===== config.mk =====
export PLATFORM = sky130hd
export DESIGN_NAME = fetch_accel
export DESIGN_NICKNAME = d
export VERILOG_FILES = /design/src/rtl/fetch_accel_pkg.sv /design/src/rtl/fa_regs.sv /design/src/rtl/fa_linebuf.sv /design/src/rtl/fa_waitctr.sv /design/src/rtl/fetch_accel.sv
export SDC_FILE = /design/constraint.sdc
export NUM_CORES = 1
export LEC_CHECK = 0
export ABC_CLOCK_PERIOD_IN_PS = 5000
export BUFFER_PORTS_ARGS = -buffer_cell sky130_fd_sc_hd__buf_2
export CORE_ASPECT_RATIO = 0.6
export CORE_UTILIZATION = 49
export CTS_CLUSTER_SIZE = 40
export DETAILED_ROUTE_END_ITERATION = 10
export GPL_ROUTABILITY_DRIVEN = 0
export GPL_TIMING_DRIVEN = 0
export PLACE_DENSITY = 0.75
export SLEW_MARGIN = 15
export SYNTH_ARGS = -nofsm -noshare
export SYNTH_HDL_FRONTEND = slang
export SYNTH_SLANG_ARGS = --single-unit
export TNS_END_PERCENT = 1

===== constraint.sdc =====
create_clock -name clk -period 5 [get_ports clk]
set_clock_uncertainty 0.2 [all_clocks]
set_input_delay 1 -clock clk [delete_from_list [all_inputs] [get_ports clk]]
set_output_delay 1 -clock clk [all_outputs]
set_load 0.03 [all_outputs]

===== src/rtl/fetch_accel_pkg.sv =====
package fetch_accel_pkg;

  typedef enum logic [1:0] {
    ACC_OFF  = 2'b00,
    ACC_PART = 2'b01,
    ACC_FULL = 2'b10,
    ACC_RSVD = 2'b11
  } acc_mode_e;

  localparam logic REG_SEL_MODE = 1'b0;
  localparam logic REG_SEL_TIME = 1'b1;

  localparam int KIND_INSN = 0;
  localparam int KIND_DATA = 1;
  localparam int NUM_KINDS = 2;

  // Whether a read of the given kind may use and refill its held line.
  function automatic logic latch_allowed(input acc_mode_e m, input logic is_data);
    case (m)
      ACC_PART: latch_allowed = !is_data;
      ACC_FULL: latch_allowed = 1'b1;
      default:  latch_allowed = 1'b0;
    endcase
  endfunction

endpackage


===== src/rtl/fa_regs.sv =====
module fa_regs
  import fetch_accel_pkg::*;
#(
  parameter int DW        = 8,
  parameter int TW        = 3,
  parameter int TIM_RESET = 7
) (
  input  logic          clk,
  input  logic          rst_n,
  input  logic          wr_i,
  input  logic          sel_i,
  input  logic [DW-1:0] wdata_i,
  output logic [DW-1:0] rdata_o,
  output acc_mode_e     mode_o,
  output logic [TW-1:0] tim_eff_o,
  output logic          inv_o
);

  localparam int MW = 2;

  acc_mode_e     mode_q, mode_d, wmode;
  logic          mode_en;
  logic [TW-1:0] tim_q, tim_d;
  logic          tim_en;
  logic          unused_wbits;

  assign wmode        = acc_mode_e'(wdata_i[MW-1:0]);
  assign unused_wbits = ^wdata_i[DW-1:TW];

  // Next-state: the mode only moves on a legal, different value.
  always_comb begin
    mode_en = wr_i && (sel_i == REG_SEL_MODE) && (wmode != ACC_RSVD) && (wmode != mode_q);
    mode_d  = wmode;
    tim_en  = wr_i && (sel_i == REG_SEL_TIME);
    tim_d   = wdata_i[TW-1:0];
  end

  always_ff @(posedge clk or negedge rst_n) begin
    if (!rst_n) begin
      mode_q <= ACC_OFF;
      tim_q  <= TW'(TIM_RESET);
    end else begin
      if (mode_en) mode_q <= mode_d;
      if (tim_en)  tim_q  <= tim_d;
    end
  end

  always_comb begin
    rdata_o = '0;
    if (sel_i == REG_SEL_MODE) rdata_o[MW-1:0] = mode_q;
    else                       rdata_o[TW-1:0] = tim_q;
  end

  assign mode_o    = mode_q;
  assign tim_eff_o = (tim_q == '0) ? TW'(1) : tim_q;
  assign inv_o     = mode_en;

  AST_RSVD_KEEPS_MODE: assert property (@(posedge clk) disable iff (!rst_n)
    (wr_i && sel_i == REG_SEL_MODE && wdata_i[MW-1:0] == 2'b11) |=> (mode_o == $past(mode_o)));

  AST_SAME_MODE_NO_INV: assert property (@(posedge clk) disable iff (!rst_n)
    (wr_i && sel_i == REG_SEL_MODE && wdata_i[MW-1:0] == mode_o) |-> !inv_o);

endmodule


===== src/rtl/fa_linebuf.sv =====
module fa_linebuf #(
  parameter int TAGW = 14,
  parameter int LW   = 32,
  parameter int NK   = 2,
  localparam int KW  = (NK > 1) ? $clog2(NK) : 1
) (
  input  logic            clk,
  input  logic            rst_n,
  input  logic            inv_i,
  input  logic [KW-1:0]   look_kind_i,
  input  logic [TAGW-1:0] look_tag_i,
  input  logic            fill_en_i,
  input  logic [KW-1:0]   fill_kind_i,
  input  logic [TAGW-1:0] fill_tag_i,
  input  logic [LW-1:0]   fill_data_i,
  output logic            match_o,
  output logic [LW-1:0]   match_data_o
);

  logic [NK-1:0]   vld_vec;
  logic [TAGW-1:0] tag_arr  [NK];
  logic [LW-1:0]   data_arr [NK];

  for (genvar g = 0; g < NK; g++) begin : g_line
    logic            vld_q, vld_d, load;
    logic [TAGW-1:0] tag_q;
    logic [LW-1:0]   data_q;

    always_comb begin
      load  = fill_en_i && (fill_kind_i == KW'(g));
      vld_d = vld_q;
      if (inv_i)     vld_d = 1'b0;
      else if (load) vld_d = 1'b1;
    end

    always_ff @(posedge clk or negedge rst_n) begin
      if (!rst_n) vld_q <= 1'b0;
      else        vld_q <= vld_d;
    end

    always_ff @(posedge clk) begin
      if (load) begin
        tag_q  <= fill_tag_i;
        data_q <= fill_data_i;
      end
    end

    assign vld_vec[g]  = vld_q;
    assign tag_arr[g]  = tag_q;
    assign data_arr[g] = data_q;
  end

  assign match_o      = vld_vec[look_kind_i] && (tag_arr[look_kind_i] == look_tag_i);
  assign match_data_o = data_arr[look_kind_i];

  AST_INV_CLEARS_ALL: assert property (@(posedge clk) disable iff (!rst_n)
    inv_i |=> (vld_vec == '0));

  AST_FILL_SETS_VALID: assert property (@(posedge clk) disable iff (!rst_n)
    (fill_en_i && !inv_i) |=> vld_vec[$past(fill_kind_i)]);

endmodule


===== src/rtl/fa_waitctr.sv =====
module fa_waitctr #(
  parameter int TW   = 3,
  parameter int TAGW = 14,
  parameter int KW   = 1
) (
  input  logic            clk,
  input  logic            rst_n,
  input  logic            start_i,
  input  logic [TW-1:0]   tim_i,
  input  logic [TAGW-1:0] tag_i,
  input  logic [KW-1:0]   kind_i,
  input  logic            allow_i,
  input  logic            inv_i,
  output logic            busy_o,
  output logic            done_o,
  output logic [TAGW-1:0] flash_addr_o,
  output logic            fill_en_o,
  output logic [KW-1:0]   fill_kind_o
);

  logic            busy_q, busy_d;
  logic [TW-1:0]   cnt_q, cnt_d;
  logic            ok_q, ok_d;
  logic            load;
  logic [TAGW-1:0] tag_q;
  logic [KW-1:0]   kind_q;

  assign load   = start_i && !busy_q;
  assign done_o = busy_q && (cnt_q == TW'(1));

  // Next-state: the counter runs down once per busy cycle; a mode change
  // during the access withdraws the right to keep the fetched line.
  always_comb begin
    busy_d = busy_q;
    cnt_d  = cnt_q;
    ok_d   = ok_q;
    if (load) begin
      busy_d = 1'b1;
      cnt_d  = tim_i;
      ok_d   = allow_i && !inv_i;
    end else if (busy_q) begin
      if (done_o) busy_d = 1'b0;
      cnt_d = cnt_q - TW'(1);
      if (inv_i) ok_d = 1'b0;
    end
  end

  always_ff @(posedge clk or negedge rst_n) begin
    if (!rst_n) begin
      busy_q <= 1'b0;
      cnt_q  <= '0;
      ok_q   <= 1'b0;
    end else begin
      busy_q <= busy_d;
      cnt_q  <= cnt_d;
      ok_q   <= ok_d;
    end
  end

  always_ff @(posedge clk) begin
    if (load) begin
      tag_q  <= tag_i;
      kind_q <= kind_i;
    end
  end

  assign busy_o       = busy_q;
  assign flash_addr_o = tag_q;
  assign fill_kind_o  = kind_q;
  assign fill_en_o    = done_o && ok_q && !inv_i;

  AST_CNT_NONZERO: assert property (@(posedge clk) disable iff (!rst_n)
    busy_o |-> (cnt_q != '0));

  AST_START_LOADS: assert property (@(posedge clk) disable iff (!rst_n)
    (start_i && !busy_o) |=> (busy_o && cnt_q == $past(tim_i)));

  AST_ADDR_HELD: assert property (@(posedge clk) disable iff (!rst_n)
    (busy_o && $past(busy_o)) |-> $stable(flash_addr_o));

  AST_INV_BLOCKS_FILL: assert property (@(posedge clk) disable iff (!rst_n)
    (busy_o && !done_o && inv_i) |=> !fill_en_o);

endmodule


===== src/rtl/fetch_accel.sv =====
module fetch_accel
  import fetch_accel_pkg::*;
#(
  parameter int AW        = 16,
  parameter int OFS       = 2,
  parameter int LW        = 32,
  parameter int TW        = 3,
  parameter int RDW       = 8,
  parameter int TIM_RESET = 7
) (
  input  logic              clk,
  input  logic              rst_n,
  input  logic              reg_wr,
  input  logic              reg_addr,
  input  logic [RDW-1:0]    reg_wdata,
  output logic [RDW-1:0]    reg_rdata,
  input  logic              req_valid,
  output logic              req_ready,
  input  logic [AW-1:0]     req_addr,
  input  logic              req_is_data,
  output logic              rsp_valid,
  output logic              rsp_hit,
  output logic [LW-1:0]     rsp_data,
  output logic              flash_req,
  output logic [AW-OFS-1:0] flash_addr,
  input  logic [LW-1:0]     flash_rdata
);

  localparam int TAGW = AW - OFS;
  localparam int NK   = NUM_KINDS;
  localparam int KW   = $clog2(NK);

  acc_mode_e       mode;
  logic [TW-1:0]   tim_eff;
  logic            inv;
  logic            busy, done, fill_en;
  logic [KW-1:0]   fill_kind, req_kind;
  logic [TAGW-1:0] req_tag;
  logic            match;
  logic [LW-1:0]   match_data;
  logic            accept, allow, hit_now, start;
  logic            hit_q, hit_d;
  logic [LW-1:0]   hit_data_q;
  logic            unused_offset;

  assign req_tag       = req_addr[AW-1:OFS];
  assign req_kind      = req_is_data ? KW'(KIND_DATA) : KW'(KIND_INSN);
  assign unused_offset = ^req_addr[OFS-1:0];

  fa_regs #(
    .DW        (RDW),
    .TW        (TW),
    .TIM_RESET (TIM_RESET)
  ) u_regs (
    .clk       (clk),
    .rst_n     (rst_n),
    .wr_i      (reg_wr),
    .sel_i     (reg_addr),
    .wdata_i   (reg_wdata),
    .rdata_o   (reg_rdata),
    .mode_o    (mode),
    .tim_eff_o (tim_eff),
    .inv_o     (inv)
  );

  fa_linebuf #(
    .TAGW (TAGW),
    .LW   (LW),
    .NK   (NK)
  ) u_lines (
    .clk          (clk),
    .rst_n        (rst_n),
    .inv_i        (inv),
    .look_kind_i  (req_kind),
    .look_tag_i   (req_tag),
    .fill_en_i    (fill_en),
    .fill_kind_i  (fill_kind),
    .fill_tag_i   (flash_addr),
    .fill_data_i  (flash_rdata),
    .match_o      (match),
    .match_data_o (match_data)
  );

  fa_waitctr #(
    .TW   (TW),
    .TAGW (TAGW),
    .KW   (KW)
  ) u_wait (
    .clk          (clk),
    .rst_n        (rst_n),
    .start_i      (start),
    .tim_i        (tim_eff),
    .tag_i        (req_tag),
    .kind_i       (req_kind),
    .allow_i      (allow),
    .inv_i        (inv),
    .busy_o       (busy),
    .done_o       (done),
    .flash_addr_o (flash_addr),
    .fill_en_o    (fill_en),
    .fill_kind_o  (fill_kind)
  );

  // Request steering: a permitted match is answered from the held line,
  // everything else starts a timed array access.
  always_comb begin
    accept  = req_valid && req_ready;
    allow   = latch_allowed(mode, req_is_data);
    hit_now = accept && allow && match;
    start   = accept && !hit_now;
    hit_d   = hit_now;
  end

  always_ff @(posedge clk or negedge rst_n) begin
    if (!rst_n) hit_q <= 1'b0;
    else        hit_q <= hit_d;
  end

  always_ff @(posedge clk) begin
    if (hit_now) hit_data_q <= match_data;
  end

  assign req_ready = !busy;
  assign flash_req = busy;
  assign rsp_valid = hit_q || done;
  assign rsp_hit   = hit_q;
  assign rsp_data  = hit_q ? hit_data_q : flash_rdata;

  AST_OFF_NEVER_HITS: assert property (@(posedge clk) disable iff (!rst_n)
    (req_valid && req_ready && mode == ACC_OFF) |=> !rsp_hit);

  AST_PART_DATA_MISSES: assert property (@(posedge clk) disable iff (!rst_n)
    (req_valid && req_ready && mode == ACC_PART && req_is_data) |=> !rsp_hit);

  AST_HIT_NO_ARRAY: assert property (@(posedge clk) disable iff (!rst_n)
    rsp_hit |-> !flash_req);

  AST_ONE_RSP_SOURCE: assert property (@(posedge clk) disable iff (!rst_n)
    (req_valid && req_ready) |=> !(rsp_hit && flash_req));

endmodule


; ---- Yosys cells after proc, flatten, opt, wreduce, memory -nomap -nowiden
; Index checks and enable logic that the tools add are counted.
[classes]
addsub = 1
n_lt_le_gt_ge = 2
n_eq_ne = 6
mux = 26
bitwise = 3
reduce_logical = 27
[ops]
columns = cell, count
row1 = 32-bit two-way mux, 4
row2 = 14-bit two-way mux, 3
row3 = 1-bit logical AND, 16
row4 = 14-bit equality test, 1
row5 = 1-bit two-way mux, 14
row6 = 3-bit two-way mux, 3
row7 = 2-bit nonzero test, 4
row8 = 1-bit logical NOT, 4
row9 = "3-bit by 1-bit equality test with 1-bit output, second input constant", 1
row10 = 3-bit logical NOT, 1
row11 = "3-bit by 1-bit subtractor with 3-bit output, second input constant", 1
row12 = "2-bit by 1-bit equality test with 1-bit output, second input constant", 1
row13 = "2-bit equality test, second input constant", 1
row14 = "2-bit greater-or-equal comparator, second input constant", 1
row15 = "1-bit by 2-bit < comparator with 1-bit output, second input constant", 1
row16 = 2-bit two-way mux, 1
row17 = 2-bit inequality test, 1
row18 = "2-bit inequality test, second input constant", 1
row19 = 1-bit inverter, 2
row20 = 1-bit inverter with 2-bit output, 1
row21 = 1-bit one-hot mux with 2 select lines, 1
row22 = 2-bit AND reduction, 1
row23 = 1-bit logical OR, 1
[word_totals]
register_bits = 152
input_bits = 62
output_inout_bits = 58
elab_cells = 80

; ---- Depth between registers and ports, before layout
; Gate-level depths: netlist of run 1.
[depth]
ltp_word = 13
ltp_mapped = 9
depth_no_buf = 8

; ---- By module
; A second synthesis of run 1 with hierarchy kept.
[unflattened]
hier_cells = 333
area_unflattened_um2 = 6212.2
[modules_own_cells]
columns = mod, n_inst, cells_each, area_each_um2, seq_area_each_um2
row1 = fa_linebuf, 1, 173, 3544.6, 2812.7
row2 = fetch_accel, 1, 81, 1605.3, 985.9
row3 = fa_waitctr, 1, 47, 750.7, 575.6
row4 = fa_regs, 1, 32, 311.5, 128.9

; ---- Worst setup path before layout of run 1
; No wires, ideal clock.
[synth_path]
path_kind = in2reg
start = input port req_is_data
end = register hit_data_q[0] (enable)
setup_time_ps = 504
arrival_ps = 4987
required_ps = 4296
setup_slack_ps = -691
cell_stages = 6
path_buffers = 1
path_cell_list = buf_6 -> mux2i_1 -> xor2_1 -> nor2b_1 -> nand3b_1 -> nor4_1
[synth_via]
elab_chain_len = 8
elab_cells_between_ends = 13
classes_between = eq/ne (1) / mux (7) / bitwise (1) / reduce/logical (4)
[synth_lines]
columns = item, line
row1 = start: declaration, fetch_accel.sv:20  ; input logic req_is_data,
row2 = 1-bit two-way mux, fetch_accel.sv:47  ; assign req_kind = req_is_data ? KW'(KIND_DATA) : KW'(KIND_INSN);
row3 = 1-bit inverter with 2-bit output (implied by the code), fa_linebuf.sv:53  ; assign match_o = vld_vec[look_kind_i] && (tag_arr[look_kind_i] == look_tag_i);
row4 = 14-bit two-way mux (implied by the code) (3 in series), fa_linebuf.sv:53
row5 = 14-bit equality test, fa_linebuf.sv:53
row6 = 1-bit logical AND, fa_linebuf.sv:53
row7 = 1-bit logical AND (*), fetch_accel.sv:109  ; hit_now = accept && allow && match;
row8 = named net hit_d, fetch_accel.sv:42  ; logic hit_q, hit_d;
row9 = end signal: assignment, fetch_accel.sv:120  ; if (hit_now) hit_data_q <= match_data;
row10 = end: declaration, fetch_accel.sv:43  ; logic [LW-1:0] hit_data_q;
; Mark *: on every way through the listed nets, which the timed path passes. The rest lies on a longest branch. The select of a mux whose other input is x is not followed.
; A chain may end at the register's enable or synchronous reset.

; ---- Worst setup path in the final report of run 1
[layout_path]
start = register hit_q, in the netlist rsp_hit
end = output port rsp_data[22]
[layout_via]
elab_chain_len = 1
[layout_lines]
columns = item, line
row1 = start: declaration, fetch_accel.sv:42
row2 = start signal: assignment, fetch_accel.sv:116  ; else hit_q <= hit_d;
row3 = 32-bit two-way mux, fetch_accel.sv:127  ; assign rsp_data = hit_q ? hit_data_q : flash_rdata;
row4 = end: declaration, fetch_accel.sv:23  ; output logic [LW-1:0] rsp_data,
; No other way between the ends.

==> flow_summary.toml, run 1 <==
[finish]
num-fill-cells = 856
drive_gt1_frac = 0.482
finish.instance_area_um2 = 7450
antenna_cells = 0
final_cells = 635
area.growth.synth_to_final_pct = 23.5
layout_common_cells = "edfxtp_1, buf_2, mux2_2"
fin_nets = 528
final_common_cell = "edfxtp_1"
post-route-util = 0.641

[power_and_ir_drop]
power.switching_w = 0.000800
comb_power_share = 0.127
max-vdd-ir-drop_mv = 0.277
p_int_w = 0.00232
pwr-share-clk = 0.389
p_per_area_nw_per_um2 = 418
leakagePower_nw = 2.78
swShare = 0.257
pwr-share-seq = 0.484

[floorplanning]
start_util = 0.519
placementRows = 30
die_x_um = 145
die_area_um2 = 12800
num_io_pins = 120
core_um2 = 11600
die_h_um = 88.0

[yosys]
ys_seq_area_frac = 0.746
synth_fa_ha_area_frac = 0.00829
synthMuxAreaShare = 0.157
yosysUniqueCellTypes = 35
synth_compound_area_frac = 0.0149
syn_area_um2 = 6040
synthesis.instances = 327
synthFlopType = "edfxtp_1"
ys_ff_latch = 152
ys_warn_count = 0
syn_area_per_cell_um2 = 18.5
synth_top_family_by_area = "multiplexers"
yosys.area_share.xor_xnor = 0.0232
synthSimpleGateAreaFrac = 0.0311
async_flop_share = 0.0855
synth_edf_count = 139

[timing]
slew_headroom = 0.476
rsz0062_at_grt = "false"
maxSlewViolCount = 0
hold_viol_final = 0
finalCritPeriodShare = 0.685
max_freq_mhz = 292
hold-worst-slack_ps = 268
tightest_slew_ps = 781
setup_viol = 0
finalCriticalPeriod_ps = 3430

[worst_setup_path]
end_kind = "primary output"
cp.required_ps = 3800
arrival_ps = 2230
startpoint_type = "flop"
crit_fanout = 10
critPathLaunch = "rsp_hit"
path_class = "flop to primary output"
r2r-start = "u_regs.mode_o[1]"

[min_path]
hp-class = "input port to asynchronous set/reset pin"

[clock_network]
clkSinkCount = 152
cts_resized = 0
cts_tree = "built"
post_cts_buffers = 0
worstSkewPairLatency_ps = 410
htreeDepth = 4
cts_buffers = 17
ctsHoldBuffers = 0
clock_path_buffers = 2
clk_pin_slew_ps = 60
cts_root_buf = "clkbuf_16"

[routing]
vias_per_cell = 5.03
first_pass_iters = 5
num_vias = 3197
drcViolationCount = 0
avgRoutedWirePerCell_um = 17.3
wl_um = 11000
drtIter0Drc = 134
ant_nets = 0

[grt]
grt_usage = 0.186
grt_max_degree = 26
grt_pass1_vias = 3195
grt_pass1_wl_um = 17300
antenna_found_initial = 0
gr-total-overflow = 0

[outcome]
status = "complete, no violations"

[run]
cap_violations = 0

[place]
post-place-cells = 603
dpl-instance-area_um2 = 6890
hpwl_um = 7570
portBuffers = 107
==> stage by stage <==
| step | worst slack (ps) | power (W) | setup TNS, ps |
|---|---|---|---|
| floorplan | 587 | 0.00181 | 0 |
| global placement | -995 | 0.00191 | -75250 |
| detailed placement | 1210 | 0.00193 | 0 |
| CTS | 1480 | 0.00315 | 0 |
| global route | 1400 | 0.00324 | 0 |
| finish | 1570 | 0.00312 | 0 |
==> sequential cells by signal, summed over array words and instances, names as in the netlist <==
signal / count
u_lines.g_line.vld_q: 2
u_wait.busy_o: 1
u_lines.g_line.data_q: 64
u_wait.fill_kind_o: 1
u_lines.g_line.tag_q: 28
u_regs.mode_o: 2
u_wait.cnt_q: 3
u_wait.flash_addr_o: 14
rsp_hit: 1
u_regs.tim_q: 3
u_wait.ok_q: 1
hit_data_q: 32
==> power groups by stage <==
| stage | registers, W | clock network, W | logic (W) |
|---|---|---|---|
| global placement | 0.00153 | 0 | 0.000383 |
| CTS | 0.00151 | 0.00124 | 0.000400 |
| floorplan | 0.00155 | 0 | 0.000250 |
| detailed placement | 0.00153 | 0 | 0.000399 |
| finish | 0.00151 | 0.00121 | 0.000397 |
| global route | 0.00152 | 0.00129 | 0.000436 |
==> worst max-delay path: stages, from the launching register on <==
cell and delay (ps):
dfrtp_1 340, clkbuf_1 330, clkbuf_1 550, mux2_2 420, buf_2 180
==> Yosys cell counts (2+ instances only) <==
cell / count / area (um2)
a21o_1: 2 / 15.0
a21oi_1: 4 / 20.0
a221o_1: 2 / 20.0
and2_1: 2 / 12.5
buf_1: 3 / 11.3
buf_4: 5 / 37.5
buf_6: 2 / 22.5
clkbuf_1: 4 / 15.0
dfrtp_1: 10 / 250
dfstp_2: 3 / 78.8
edfxtp_1: 139 / 4170
ha_1: 4 / 50.1
inv_1: 6 / 22.5
mux2_2: 69 / 777
mux2i_1: 17 / 170
nand2_1: 5 / 18.8
nand2b_1: 4 / 25.0
nand4b_1: 2 / 17.5
nor2_1: 7 / 26.3
nor2b_1: 4 / 25.0
nor3_1: 2 / 10.0
nor4_1: 2 / 12.5
o21ai_0: 3 / 15.0
xnor2_1: 10 / 87.6
xor2_1: 6 / 52.6
==> path summary, 6_finish.rpt <==
| check | end | slack (ps) | cells past startpoint |
|---|---|---|---|
| worst max-delay path | rsp_data[22] | 1570 | 4 |
| worst min-delay path | u_regs.mode_o[0] | 270 | 1 |
| worst max register to register | hit_data_q[30] | 1870 | 8 |
| worst min register to register | u_lines.g_line[0].tag_q[5] | 280 | 0 |
| max in group asynchronous | u_regs.tim_q[2] | 4050 | 1 |
| min in group clk | u_lines.g_line[0].tag_q[5] | 280 | 0 |
==> routing by layer <==
layer / part of all wire / vias to the layer above / GRT usage
met5: 0 / - / 0
li1: - / 1525 / -
met1: 0.50 / 1559 / 0.270
met3: 0.059 / 6 / 0.0536
met2: 0.43 / 107 / 0.266
met4: 0.0068 / 0 / 0.0718
==> logic make-up (layout without fill, tap and decap cells) <==
group           Yosys count  after routing
simple gates             34             34
other cells               1              5
buf+inv                  21            165
compound gates           13             13
mux                      86             86
fa+ha+maj                 4              4
xor+xnor                 16             16
flops                   152            152
==> cell type report <==
cell class	instances	area [um2]	area share
clock inverter	15	141	0.0190
buffer	15	91.3	0.0123
multi-input combinational	158	1460	0.196
tap	160	200	0.0269
clock buffer	17	425	0.0571
sequential	152	4500	0.604
inverter	6	22.5	0.00302
timing repair buffer	112	613	0.0822
No activity file was read; power rests on OpenSTA's default activity.
==> run 2: changes to the inputs <==
- ABC_AREA: default -> 1
- ABC_CLOCK_PERIOD_IN_PS: 5000 -> 3200
- CORE_UTILIZATION: 49 -> 52
- PLACE_DENSITY: 0.75 -> 0.76
- clock period: 5 -> 3.2 ns (I/O delays scaled with it)
==> run 2 against run 1 <==
  * Die area is 2.0% lower
  * Worst setup slack got worse by 1300 ps
  * Cell count is 40% higher
  * Synthesized area increased by 3.9%
  * Via count up 40%
  * Largest power group unchanged
==> flow_summary.toml, run 2 <==
[routing]
ant_nets = 0
first_pass_iters = 5
drtIter0Drc = 313
num_vias = 4481
avgRoutedWirePerCell_um = 15.5
wl_um = 13800
drcViolationCount = 0
vias_per_cell = 5.04

[grt]
grt_pass1_vias = 4328
grt_max_degree = 25
grt_util_met3 = 0.0660
use_met2 = 0.365
grt_use_met1 = 0.326
busiest_layer = "met2"
antenna_found_initial = 1
gr-total-overflow = 0
grt_usage = 0.236
grt_pass1_wl_um = 21400

[finish]
top_regs = "u_lines.g_line.data_q x64, hit_data_q x32, u_lines.g_line.tag_q x28"
layout_common_cells = "nand2_1, edfxtp_1, buf_2"
fin_nets = 781
largest_register_ffs = 64
num-fill-cells = 885
final_cells = 889
drive_gt1_frac = 0.225
area.growth.synth_to_final_pct = 23.6
regMostFlops = "u_lines.g_line.data_q"
final_common_cell = "nand2_1"

[clock_network]
clk_pin_slew_ps = 60
clock_path_buffers = 2
cts_buffers = 17
cts_tree = "built"
post_cts_buffers = 0
worstSkewPairLatency_ps = 410
cts_root_buf = "clkbuf_16"
htreeDepth = 4
ctsHoldBuffers = 1
clkSinkCount = 152
cts_resized = 0

[floorplanning]
core_um2 = 11500
placementRows = 30
die_x_um = 144
num_io_pins = 120
start_util = 0.544
die_area_um2 = 12500
die_h_um = 87.1

[yosys]
ys_ff_latch = 152
synth_common_cells = "nand2_1, edfxtp_1, inv_1, nand3_1, nor2_1"
ys_warn_count = 0
ys_seq_area_frac = 0.718
yosys-top-cells-area = "edfxtp_1, nand2_1, dfrtp_1"
synth_edf_count = 139
yosysUniqueCellTypes = 30
yosysTopAreaCell = "edfxtp_1"
synth_top_area_share = 0.665
syn_area_per_cell_um2 = 10.8
synth_most_common_cell = "nand2_1"
synthFlopType = "edfxtp_1"
syn_area_um2 = 6270
async_flop_share = 0.0855
synthesis.instances = 580

[worst_setup_path]
crit_fanout = 10
cp.required_ps = 2360
path_class = "flop to primary output"
end_kind = "primary output"
startpoint_type = "flop"
arrival_ps = 2110

[place]
post-place-cells = 855
portBuffers = 107
hpwl_um = 9690

[min_path]
hp-class = "input port to flop"

[timing]
max_freq_mhz = 339
rsz0062_at_grt = "false"
maxSlewViolCount = 0
tightest_slew_ps = 868
finalCriticalPeriod_ps = 2950
finalCritPeriodShare = 0.922
slew_headroom = 0.420
hold_viol_final = 0
setup_viol = 0

[run]
cap_violations = 0

[power_and_ir_drop]
leakagePower_nw = 3.39
pwr-share-seq = 0.470
comb_power_share = 0.139
swShare = 0.274
power.switching_w = 0.00139
p_per_area_nw_per_um2 = 655
pwr-share-clk = 0.391
p_int_w = 0.00369
max-vdd-ir-drop_mv = 0.500
power_w = 0.00508

[outcome]
status = "complete, no violations"
[run 2: layout make-up]
type | count | area [um2] | share of cell area
tap | 160 | 200 | 0.0258
timing repair buffer | 112 | 648 | 0.0836
clock inverter | 15 | 165 | 0.0213
multi-input combinational | 371 | 1550 | 0.200
clock buffer | 17 | 425 | 0.0549
buffer | 22 | 113 | 0.0145
antenna | 1 | 2.50 | 0.000323
sequential | 152 | 4500 | 0.581
inverter | 39 | 146 | 0.0189
[run 2: per-stage QoR]
step / hold WS [ps] / instance area, um2 / setup TNS [ps] / setup WS, ps / utilization
4_1_cts: 220 / 7750 / 0 / 220 / 0.672
3_5_place_dp: 258 / 7150 / 0 / 27.4 / 0.620
6_report: 233 / 7750 / 0 / 250 / 0.673
2_1_floorplan: 144 / 6290 / -63610 / -641 / -
3_3_place_gp: 248 / 7020 / -246050 / -2210 / 0.609
5_1_grt: 217 / 7750 / 0 / 91.7 / 0.672
[run 2: power by group through the flow]
stage          Combinational, W  Clock [W]  Sequential (W)
6_report               0.000704    0.00199         0.00239
5_1_grt                0.000783    0.00208         0.00239
4_1_cts                0.000705    0.00200         0.00238
3_5_place_dp           0.000701          0         0.00242
3_3_place_gp           0.000654          0         0.00242
2_1_floorplan          0.000405          0         0.00246
[run 2: routing by layer]
metal  vias to the layer above  part of all wire
li1                       2173                 -
met1                      2103              0.45
met2                       194              0.45
met3                        11             0.097
met4                         0            0.0075
met5                         -                 0
[run 2: final timing paths]
| check | start | end | slack (ps) | cells after the start |
|---|---|---|---|---|
| worst max-delay path | rsp_hit | rsp_data[19] | 250 | 6 |
| max in group asynchronous | rst_n | u_regs.tim_q[1] | 2070 | 2 |
| worst min register to register | u_wait.flash_addr_o[11] | u_lines.g_line[1].tag_q[11] | 270 | 0 |
| worst min-delay path | flash_rdata[13] | u_lines.g_line[0].data_q[13] | 230 | 1 |
| worst max register to register | u_regs.mode_o[0] | u_lines.g_line[0].data_q[4] | 330 | 7 |
| min in group asynchronous | rst_n | u_regs.mode_o[0] | 450 | 2 |
[run 2: kinds of logic after synthesis]
| family | count (synthesis) | synth area share |
|---|---|---|
| simple gates | 343 | 0.215 |
| compound gates | 18 | 0.0154 |
| flops | 152 | 0.718 |
| buf+inv | 61 | 0.0413 |
| other cells | 1 | 0.000598 |
| fa+ha+maj | 4 | 0.00798 |
| mux | 1 | 0.00180 |
[run 2: worst max-delay path: stages (launching register included)]
cell and delay, ps:
dfrtp_1 380, clkbuf_1 180, inv_1 200, clkbuf_1 500, nand2_1 140, nand2_1 110
buf_2 200
==> run 3: changes to the inputs <==
--- a/config.mk
+++ b/config.mk
@@ -9,3 +9,3 @@
 export ABC_CLOCK_PERIOD_IN_PS = 3200
-export BUFFER_PORTS_ARGS = -buffer_cell sky130_fd_sc_hd__buf_2
+export BUFFER_PORTS_ARGS = -buffer_cell sky130_fd_sc_hd__buf_4
 export CORE_ASPECT_RATIO = 0.6
@@ -17,2 +17,3 @@
 export PLACE_DENSITY = 0.76
+export SETUP_SLACK_MARGIN = 0.5
 export SLEW_MARGIN = 15
==> constraint.sdc (replaced) <==
create_clock -name clk -period 3.2 [get_ports clk]
set_clock_uncertainty 0.2 [all_clocks]
set_input_delay 0 -clock clk [delete_from_list [all_inputs] [get_ports clk]]
set_output_delay 0 -clock clk [all_outputs]
set_load 0.03 [all_outputs]
==> run 3 against run 2 <==
  * First-iteration DRC count rose by 7.0%
  * Sequential power about the same
  * Combinational power is 19% higher
  * Largest cell class unchanged
  * Routed wire length up 5.3%
  * Global-route usage rose by 0.62 points
  * Die area did not move
==> flow_summary.toml, run 3 (synthesized netlist as in run 2, its figures left out) <==
[timing]
slew_headroom = 0.458
finalCritPeriodShare = 0.836
hold_viol_final = 0
setup_ws_ps = 524
tightest_slew_ps = 812
maxSlewViolCount = 0
finalCriticalPeriod_ps = 2680
setup_viol = 0
max_freq_mhz = 374
rsz0062_at_grt = "true"

[grt]
grt_usage = 0.242
grt_pass1_wl_um = 22300
grt_max_degree = 25
grt_pass1_vias = 4531
antenna_found_initial = 0
gr-total-overflow = 0
grt_util_met3 = 0.0462
use_met2 = 0.396
busiest_layer = "met2"
grt_use_met1 = 0.333

[worst_setup_path]
crit_slowest_cell = "nor2_4"
crit_buf_inv = 2
end_kind = "flop"
crit_path_cell_trace = "inv_1 -> a31oi_1 -> o22ai_1 -> nand3_1 -> nand3_1 -> nor2_4 -> buf_12"
cp.required_ps = 3110
cpMostUsedCell = "nand3_1"
crit_fanout = 24
max_stage_delay_ps = 700
path_class = "flop to flop"
critPathTopFamily = "simple AND/OR/NAND/NOR gates"
arrival_ps = 2580
startpoint_type = "flop"

[power_and_ir_drop]
power_w = 0.00513
max-vdd-ir-drop_mv = 0.410
leakagePower_nw = 3.69
p_per_area_nw_per_um2 = 599

[routing]
drcViolationCount = 0
ant_nets = 0
vias_per_cell = 4.96
first_pass_iters = 5
wl_um = 14600
num_vias = 4686
drtIter0Drc = 335
avgRoutedWirePerCell_um = 15.4

[floorplanning]
die_area_um2 = 12500
die_x_um = 144
die_h_um = 87.1
start_util = 0.544
placementRows = 30
core_um2 = 11500
num_io_pins = 120

[finish]
finish.instance_area_um2 = 8560
fin_nets = 839
top_regs = "u_lines.g_line.data_q x64, hit_data_q x32, u_lines.g_line.tag_q x28"
antenna_cells = 0
final_common_cell = "nand2_1"
final_cells = 945
area.growth.synth_to_final_pct = 36.4
drive_gt1_frac = 0.205
regMostFlops = "u_lines.g_line.data_q"
largest_register_ffs = 64
layout_common_cells = "nand2_1, edfxtp_1, buf_4"

[place]
dp_worst_setup_slack_ps = 474
dpl-instance-area_um2 = 7380
post-place-cells = 854
hpwl_um = 9570
portBuffers = 107

[clock_network]
cts_buffers = 17
cts_tree = "built"
cts_root_buf = "clkbuf_16"
clk_pin_slew_ps = 60
clock_path_buffers = 2
clkSinkCount = 152
htreeDepth = 4
worstSkewPairLatency_ps = 410

[min_path]
hp-class = "input port to flop"

[run]
cap_violations = 0

[outcome]
status = "complete, no violations"
run 3: cell types whose count changed in the layout (fill, tap and decap cells not counted), moves of 2 or more:
cell | before | now
buf_2 | 110 | 3
buf_4 | 5 | 112
dlygate4sd3_1 | 1 | 59
inv_6 | 6 | 0
buf_12 | 1 | 3
buf_16 | 3 | 1
clkbuf_1 | 8 | 10
run 3: final cells by class:
type,instances,area (um2)
Sequential cell,152,4500
Fill cell,757,2970
Multi-Input combinational cell,371,1550
Timing Repair Buffer,170,1480
Clock buffer,19,433
Tap cell,160,200
Inverter,39,150
Clock inverter,12,130
Buffer,22,113
run 3: what timing repair did:
action | in CTS | in global routing
resized for setup | 0 | 1
endpoints found under the hold margin | 105 | 0
setup endpoints to repair | 48 | 63
hold buffers | 59 | 0
buffers inserted | 0 | 1
run 3: worst paths after layout:
| check | slack, ps | startpoint | endpoint | cells past startpoint |
|---|---|---|---|---|
| setup / recovery | 520 | u_regs.mode_o[0] | u_lines.g_line[1].data_q[2] | 7 |
| hold / removal | 130 | flash_rdata[17] | u_lines.g_line[1].data_q[17] | 2 |
| setup reg to reg | 520 | u_regs.mode_o[0] | u_lines.g_line[1].data_q[2] | 7 |
| hold reg to reg | 280 | u_wait.flash_addr_o[10] | u_lines.g_line[1].tag_q[10] | 0 |
| max in group asynchronous | 1900 | rst_n | u_wait.cnt_q[2] | 3 |
| min in group asynchronous | 490 | rst_n | u_regs.mode_o[0] | 3 |
run 3: layer usage:
metal	part of all wire	vias to the layer above	routed length, um
li1	-	2284	-
met1	0.46	2223	6640
met3	0.059	14	859
met4	0.0090	0	131
met5	0	-	0
met2	0.48	165	6920
run 3: worst reg2reg max path: cells and delay by family, from the launching register on:
family	cells	cell delay (ps)
compound gates	2	290
buf+inv	2	380
flops	1	400
simple gates	3	1090
run 3: metrics by stage:
step            util  setup TNS [ps]  hold WS, ps
5_1_grt        0.743               0          113
6_report       0.743               0          127
3_3_place_gp   0.633          -46700         -349
4_1_cts        0.741               0          110
2_1_floorplan      -               0         -496
3_5_place_dp   0.640               0         -342
run 3: power by group:
| group | switching [W] | internal (W) | total [W] |
|---|---|---|---|
| combinational | 0.000507 | 0.000334 | 0.000841 |
| clock | 0.000764 | 0.00114 | 0.00190 |
| sequential | 0.0000800 | 0.00230 | 0.00238 |
